### src/rtl/btb_pkg.sv
package btb_pkg;

  // 2-bit direction state; the upper bit is the taken prediction
  typedef enum logic [1:0] {
    CTR_SNT = 2'b00,
    CTR_WNT = 2'b01,
    CTR_WT  = 2'b10,
    CTR_ST  = 2'b11
  } ctr_t;

  localparam ctr_t CTR_ALLOC = CTR_WT;

  function automatic ctr_t ctr_train(input ctr_t cur, input logic taken);
    ctr_t nxt;
    nxt = cur;
    if (taken) begin
      if (cur != CTR_ST) nxt = ctr_t'(cur + 2'd1);
    end else begin
      if (cur != CTR_SNT) nxt = ctr_t'(cur - 2'd1);
    end
    return nxt;
  endfunction

endpackage

### src/rtl/btb_rst_sync.sv
module btb_rst_sync #(
  parameter int STAGES = 2
) (
  input  logic clk,
  input  logic rst_n,
  output logic rst_q_n
);

  logic [STAGES-1:0] sync_q;
  logic [STAGES-1:0] sync_d;

  always_comb begin
    sync_d = {sync_q[STAGES-2:0], 1'b1};
  end

  always_ff @(posedge clk or negedge rst_n) begin
    if (!rst_n) sync_q <= '0;
    else        sync_q <= sync_d;
  end

  assign rst_q_n = sync_q[STAGES-1];

endmodule

### src/rtl/btb_store.sv
module btb_store
  import btb_pkg::*;
#(
  parameter int PC_W  = 32,
  parameter int IDX_W = 4,
  parameter int TAG_W = PC_W - IDX_W
) (
  input  logic             clk,
  input  logic             rst_n,
  // fetch read port
  input  logic [IDX_W-1:0] fa_idx,
  output logic             fa_valid,
  output logic [TAG_W-1:0] fa_tag,
  output logic [PC_W-1:0]  fa_tgt,
  output ctr_t             fa_ctr,
  // resolve read port
  input  logic [IDX_W-1:0] rb_idx,
  output logic             rb_valid,
  output logic [TAG_W-1:0] rb_tag,
  output logic [PC_W-1:0]  rb_tgt,
  output ctr_t             rb_ctr,
  // single write port
  input  logic             wr_en,
  input  logic [IDX_W-1:0] wr_idx,
  input  logic             wr_alloc,
  input  logic [TAG_W-1:0] wr_tag,
  input  logic             wr_tgt_en,
  input  logic [PC_W-1:0]  wr_tgt,
  input  ctr_t             wr_ctr
);

  localparam int ENTRIES = 1 << IDX_W;

  logic [ENTRIES-1:0] valid_q;
  logic [ENTRIES-1:0] valid_d;
  logic [TAG_W-1:0]   tag_q [ENTRIES];
  logic [PC_W-1:0]    tgt_q [ENTRIES];
  ctr_t               ctr_q [ENTRIES];

  logic tag_ce;
  logic tgt_ce;
  logic ctr_ce;

  // next-state of the valid vector
  always_comb begin
    valid_d = valid_q;
    if (wr_en && wr_alloc) valid_d[wr_idx] = 1'b1;
  end

  always_ff @(posedge clk or negedge rst_n) begin
    if (!rst_n) valid_q <= '0;
    else        valid_q <= valid_d;
  end

  // clock enables of the payload arrays
  assign tag_ce = wr_en && wr_alloc;
  assign tgt_ce = wr_en && wr_tgt_en;
  assign ctr_ce = wr_en;

  // payload arrays: contents only matter once valid is set
  always_ff @(posedge clk) begin
    if (tag_ce) tag_q[wr_idx] <= wr_tag;
    if (tgt_ce) tgt_q[wr_idx] <= wr_tgt;
    if (ctr_ce) ctr_q[wr_idx] <= wr_ctr;
  end

  assign fa_valid = valid_q[fa_idx];
  assign fa_tag   = tag_q[fa_idx];
  assign fa_tgt   = tgt_q[fa_idx];
  assign fa_ctr   = ctr_q[fa_idx];

  assign rb_valid = valid_q[rb_idx];
  assign rb_tag   = tag_q[rb_idx];
  assign rb_tgt   = tgt_q[rb_idx];
  assign rb_ctr   = ctr_q[rb_idx];

endmodule

### src/rtl/btb_fetch.sv
module btb_fetch
  import btb_pkg::*;
#(
  parameter int PC_W  = 32,
  parameter int TAG_W = 28
) (
  input  logic [PC_W-1:0]  fetch_pc,
  input  logic [TAG_W-1:0] fetch_tag,
  input  logic             e_valid,
  input  logic [TAG_W-1:0] e_tag,
  input  logic [PC_W-1:0]  e_tgt,
  input  ctr_t             e_ctr,
  output logic             hit,
  output logic             pred_taken,
  output logic [PC_W-1:0]  next_pc
);

  localparam logic [PC_W-1:0] SEQ_STEP = PC_W'(4);

  logic [PC_W-1:0] seq_pc;

  assign seq_pc     = fetch_pc + SEQ_STEP;
  assign hit        = e_valid && (e_tag == fetch_tag);
  assign pred_taken = hit && e_ctr[1];
  assign next_pc    = pred_taken ? e_tgt : seq_pc;

endmodule

### src/rtl/btb_resolve.sv
module btb_resolve
  import btb_pkg::*;
#(
  parameter int PC_W  = 32,
  parameter int TAG_W = 28
) (
  input  logic             res_valid,
  input  logic [TAG_W-1:0] res_tag,
  input  logic             res_taken,
  input  logic [PC_W-1:0]  res_target,
  input  logic             e_valid,
  input  logic [TAG_W-1:0] e_tag,
  input  logic [PC_W-1:0]  e_tgt,
  input  ctr_t             e_ctr,
  output logic             wr_en,
  output logic             wr_alloc,
  output logic             wr_tgt_en,
  output ctr_t             wr_ctr,
  output logic             misfetch_d,
  output logic             mispredict_d
);

  logic in_table;
  logic guess_taken;
  logic tgt_differs;
  logic dir_wrong;

  always_comb begin
    in_table    = e_valid && (e_tag == res_tag);
    guess_taken = e_ctr[1];
    tgt_differs = (e_tgt != res_target);
    dir_wrong   = (guess_taken != res_taken);

    wr_en     = res_valid && (in_table || res_taken);
    wr_alloc  = !in_table;
    wr_tgt_en = !in_table || (res_taken && tgt_differs);
    wr_ctr    = in_table ? ctr_train(e_ctr, res_taken) : CTR_ALLOC;

    misfetch_d   = res_valid && !in_table && res_taken;
    mispredict_d = res_valid && in_table &&
                   (dir_wrong || (guess_taken && res_taken && tgt_differs));
  end

endmodule

### src/rtl/btb_redirect.sv
module btb_redirect
  import btb_pkg::*;
#(
  parameter int PC_W  = 32,
  parameter int IDX_W = 4,
  parameter int OFF_W = 2
) (
  input  logic            clk,
  input  logic            rst_n,
  input  logic [PC_W-1:0] fetch_pc,
  input  logic            res_valid,
  input  logic [PC_W-1:0] res_pc,
  input  logic            res_taken,
  input  logic [PC_W-1:0] res_target,
  output logic            hit,
  output logic            pred_taken,
  output logic [PC_W-1:0] next_pc,
  output logic            misfetch,
  output logic            mispredict
);

  localparam int TAG_W  = PC_W - IDX_W;
  localparam int IDX_LO = OFF_W;
  localparam int IDX_HI = OFF_W + IDX_W - 1;

  logic rst_q_n;

  logic [IDX_W-1:0] f_idx, r_idx;
  logic [TAG_W-1:0] f_tag, r_tag;

  logic             fa_valid, rb_valid;
  logic [TAG_W-1:0] fa_tag, rb_tag;
  logic [PC_W-1:0]  fa_tgt, rb_tgt;
  ctr_t             fa_ctr, rb_ctr;

  logic wr_en, wr_alloc, wr_tgt_en;
  ctr_t wr_ctr;

  logic misfetch_d, mispredict_d;
  logic misfetch_q, mispredict_q;

  btb_rst_sync #(.STAGES(2)) u_rst (
    .clk     (clk),
    .rst_n   (rst_n),
    .rst_q_n (rst_q_n)
  );

  // index from the middle bits, everything else is compared
  assign f_idx = fetch_pc[IDX_HI:IDX_LO];
  assign r_idx = res_pc[IDX_HI:IDX_LO];
  assign f_tag = {fetch_pc[PC_W-1:IDX_HI+1], fetch_pc[OFF_W-1:0]};
  assign r_tag = {res_pc[PC_W-1:IDX_HI+1], res_pc[OFF_W-1:0]};

  btb_store #(.PC_W(PC_W), .IDX_W(IDX_W), .TAG_W(TAG_W)) u_store (
    .clk       (clk),
    .rst_n     (rst_q_n),
    .fa_idx    (f_idx),
    .fa_valid  (fa_valid),
    .fa_tag    (fa_tag),
    .fa_tgt    (fa_tgt),
    .fa_ctr    (fa_ctr),
    .rb_idx    (r_idx),
    .rb_valid  (rb_valid),
    .rb_tag    (rb_tag),
    .rb_tgt    (rb_tgt),
    .rb_ctr    (rb_ctr),
    .wr_en     (wr_en),
    .wr_idx    (r_idx),
    .wr_alloc  (wr_alloc),
    .wr_tag    (r_tag),
    .wr_tgt_en (wr_tgt_en),
    .wr_tgt    (res_target),
    .wr_ctr    (wr_ctr)
  );

  btb_fetch #(.PC_W(PC_W), .TAG_W(TAG_W)) u_fetch (
    .fetch_pc   (fetch_pc),
    .fetch_tag  (f_tag),
    .e_valid    (fa_valid),
    .e_tag      (fa_tag),
    .e_tgt      (fa_tgt),
    .e_ctr      (fa_ctr),
    .hit        (hit),
    .pred_taken (pred_taken),
    .next_pc    (next_pc)
  );

  btb_resolve #(.PC_W(PC_W), .TAG_W(TAG_W)) u_resolve (
    .res_valid    (res_valid),
    .res_tag      (r_tag),
    .res_taken    (res_taken),
    .res_target   (res_target),
    .e_valid      (rb_valid),
    .e_tag        (rb_tag),
    .e_tgt        (rb_tgt),
    .e_ctr        (rb_ctr),
    .wr_en        (wr_en),
    .wr_alloc     (wr_alloc),
    .wr_tgt_en    (wr_tgt_en),
    .wr_ctr       (wr_ctr),
    .misfetch_d   (misfetch_d),
    .mispredict_d (mispredict_d)
  );

  // error pulses, registered
  always_ff @(posedge clk or negedge rst_q_n) begin
    if (!rst_q_n) begin
      misfetch_q   <= 1'b0;
      mispredict_q <= 1'b0;
    end else begin
      misfetch_q   <= misfetch_d;
      mispredict_q <= mispredict_d;
    end
  end

  assign misfetch   = misfetch_q;
  assign mispredict = mispredict_q;

endmodule

### config.mk
export PLATFORM = sky130hd
export DESIGN_NAME = btb_redirect
export DESIGN_NICKNAME = d
export VERILOG_FILES = /design/src/rtl/btb_pkg.sv /design/src/rtl/btb_rst_sync.sv /design/src/rtl/btb_store.sv /design/src/rtl/btb_fetch.sv /design/src/rtl/btb_resolve.sv /design/src/rtl/btb_redirect.sv
export SDC_FILE = /design/constraint.sdc
export NUM_CORES = 2
export LEC_CHECK = 0
export BUFFER_PORTS_ARGS = -buffer_cell sky130_fd_sc_hd__clkbuf_2
export CORE_MARGIN = 2
export CORE_UTILIZATION = 50
export CTS_BUF_LIST = sky130_fd_sc_hd__clkbuf_16
export CTS_CLUSTER_SIZE = 12
export DETAILED_ROUTE_END_ITERATION = 12
export GPL_TIMING_DRIVEN = 0
export HOLD_SLACK_MARGIN = 0.12
export PLACE_DENSITY = 0.72
export SLEW_MARGIN = 20
export SYNTH_ARGS = -nofsm -noshare
export SYNTH_HDL_FRONTEND = slang
export SYNTH_HIERARCHICAL = 1
export SYNTH_SLANG_ARGS = --single-unit
### constraint.sdc
create_clock -name clk -period 8 [get_ports clk]
set_clock_uncertainty 0.2 [all_clocks]
set_input_delay 0.8 -clock clk [delete_from_list [all_inputs] [get_ports clk]]
set_output_delay 0.8 -clock clk [all_outputs]
set_load 0.005 [all_outputs]
==> reports/summary.txt <==
Via density: 7.186
Clk sinks: 1012
IO Port Bufs: 135
Max Fclk: 143.4 MHz
Crit Path Class: primary input to register
Setup bufs post-CTS: 0
Post-Place Cells: 3827
First-pass GRT wire length: 205500 um
CTS tree: yes
Worst Setup End Kind: register
Overflow after GRT: 0
CP max FO: 20
Met1 Use GR: 39.80%
Via count: 28870
Status: complete, no violations
Hold Fails Final Rpt: 0
Clock transition at the registers of the reported paths: 60 ps
Final min period: 6976 ps
Final setup fails: 0
Mapped Area: 47480 sq um
Total power: 11.45 mW
Final #Nets: 2770
CTS Root Buffer Type: clkbuf_16
YS warnings: 6
Drt pass-1 iters: 6
Hold WC Path Type: register to asynchronous set/reset pin
Met3 Track Usage GR: 9.323%
Die area: 97430 sq um
Most Crowded Layer GR: met2
IO Count: 136
Starting DRC count in detailed routing: 4228
Worst EP required: 8140 ps
Mapped Cells: 2399
Vias in the first global route: 29120
Clk Latency, worst-skew pair: 730 ps
Max cap viols: 0
DP HPWL: 97810 um
H-tree level count: 3
Worst r2r path cells: 12
Max_slew headroom: 15.80%
Die width: 312.1 um
Final ANT Viol Nets: 0
# DRC: 0
Final core occ: 56.49%
GRT met2 Usage: 45.43%
RSZ-0062 raised after global routing: false
Largest net degree at the start of global routing: 33
Mapped Nets: 2501
Post-Layout Cell Count: 4017
Worst vdd ir: 0.1723 mV
Drt wl/cell: 36.13 um
Area delta synth->final: 12.54%
Num CTS Buffers: 103
Count of final max-slew check failures: 0
Initial antenna violation count: 9
FILL cells: 6932
P per Cell Area: 214.3 nW/um^2
Layout cells sized above 1: 33.79%
GRT Total Usage: 29.77%
Worst endpoint data arrival time: 7110 ps
Max clock buf depth: 3
Row count: 113
Critical Path Source: res_pc[3]
Final worst-path cycle share: 87.20%
Startpoint types: primary input
Die Span Y: 312.1 um
Core Area: 94590 sq um
R2R Path End: u_store/tgt_q[0][22]$_DFFE_PP_
Worst reg2reg startpoint: u_store/tag_q[3][1]$_DFFE_PP_
R2r setup slk: 2610 ps
Least-Margin Pin Slew: 1245 ps
Initial Util: 50.19%
Avg Synthesized Cell Area: 19.79 sq um
Leakage power: 17.31 nW
Final Wtd Congestion: 0.9144
Total Wirelength: 145100 um
[per-stage QoR]
stage          area (sq um)  hold slack [ps]  setup WS [ps]  setup TNS [ps]
6_report              53430            105.6           1024               0
5_1_grt               53420            154.6          995.5               0
4_1_cts               53420            139.0           1334               0
3_5_place_dp          50370            136.5          626.9               0
3_3_place_gp          49730            135.4         -301.3          -23220
2_1_floorplan         47480            26.63           2929               0
[cell usage in the layout (no fill, tap or decap), types with 18 or more instances in the layout]
master,count
nand4_1,29
mux2_4,29
nand3_1,18
inv_1,45
buf_12,22
clkbuf_2,135
dfrtp_1,20
a22oi_1,250
edfxtp_1,992
xnor2_1,105
clkbuf_16,104
clkinv_1,20
buf_1,32
and2_2,27
nand2_1,140
buf_2,27
buf_6,31
clkbuf_1,72
mux4_2,500
nor2_1,20
[per-layer routing]
metal | wire length (um) | vias up
met4 | 6881 | 14
met1 | 50800 | 15140
met2 | 66960 | 2397
met5 | 80 | -
met3 | 20410 | 409
li1 | - | 10910
[flip-flops by register name (all words and copies together) (netlist names)]
signal / count
u_store/tgt_q: 512
u_store/tag_q: 448
u_store/ctr_q: 32
u_store/valid_q: 16
u_rst/sync_q: 2
misfetch: 1
mispredict: 1
[where the power goes]
group	leakage, nW	switching (mW)	internal (mW)
clock	1.64	2.02	2.35
sequential	9.18	0.0421	5.90
combinational	6.48	0.683	0.458
[worst max-delay path by stage]
stage	endpoint	slack, ps
after floorplan	u_store/tgt_q[0][0]$_DFFE_PP_	2930
after global placement	u_store/tgt_q[0][17]$_DFFE_PP_	-300
after detailed placement	u_store/tgt_q[0][17]$_DFFE_PP_	630
after CTS	u_store/tgt_q[0][22]$_DFFE_PP_	1330
after global routing	u_store/tgt_q[0][22]$_DFFE_PP_	1000
final	u_store/tgt_q[0][22]$_DFFE_PP_	1020
[layout make-up]
| class | instances | area (sq um) | area share (%) |
|---|---|---|---|
| Multi-Input combinational cell | 1209 | 16260 | 30.43 |
| Buffer | 174 | 964.7 | 1.806 |
| Timing Repair Buffer | 164 | 1271 | 2.379 |
| Inverter | 4 | 15.01 | 0.02810 |
| Tap cell | 1265 | 1583 | 2.962 |
| Clock inverter | 82 | 434.2 | 0.8126 |
| Sequential cell | 1012 | 30290 | 56.69 |
| Antenna cell | 3 | 7.507 | 0.01405 |
| Clock buffer | 104 | 2603 | 4.871 |
[critical path, cell delays in order]
cell      delay [ps]
clkbuf_2         180
buf_2            390
buf_2            570
buf_1            830
mux4_2           410
a22oi_1          240
nand2_1          120
xnor2_1          420
nand4_1          210
nor4_1           440
and2_2           320
o21a_1           220
or3b_1           450
nor3_1           580
and2_2           600
buf_12           270
[what timing repair did]
item                                   CTS  global route
resized for setup                        0             0
endpoints found under the hold margin    2             0
hold buffers                             1             0
(Power assumes the default switching activity.)
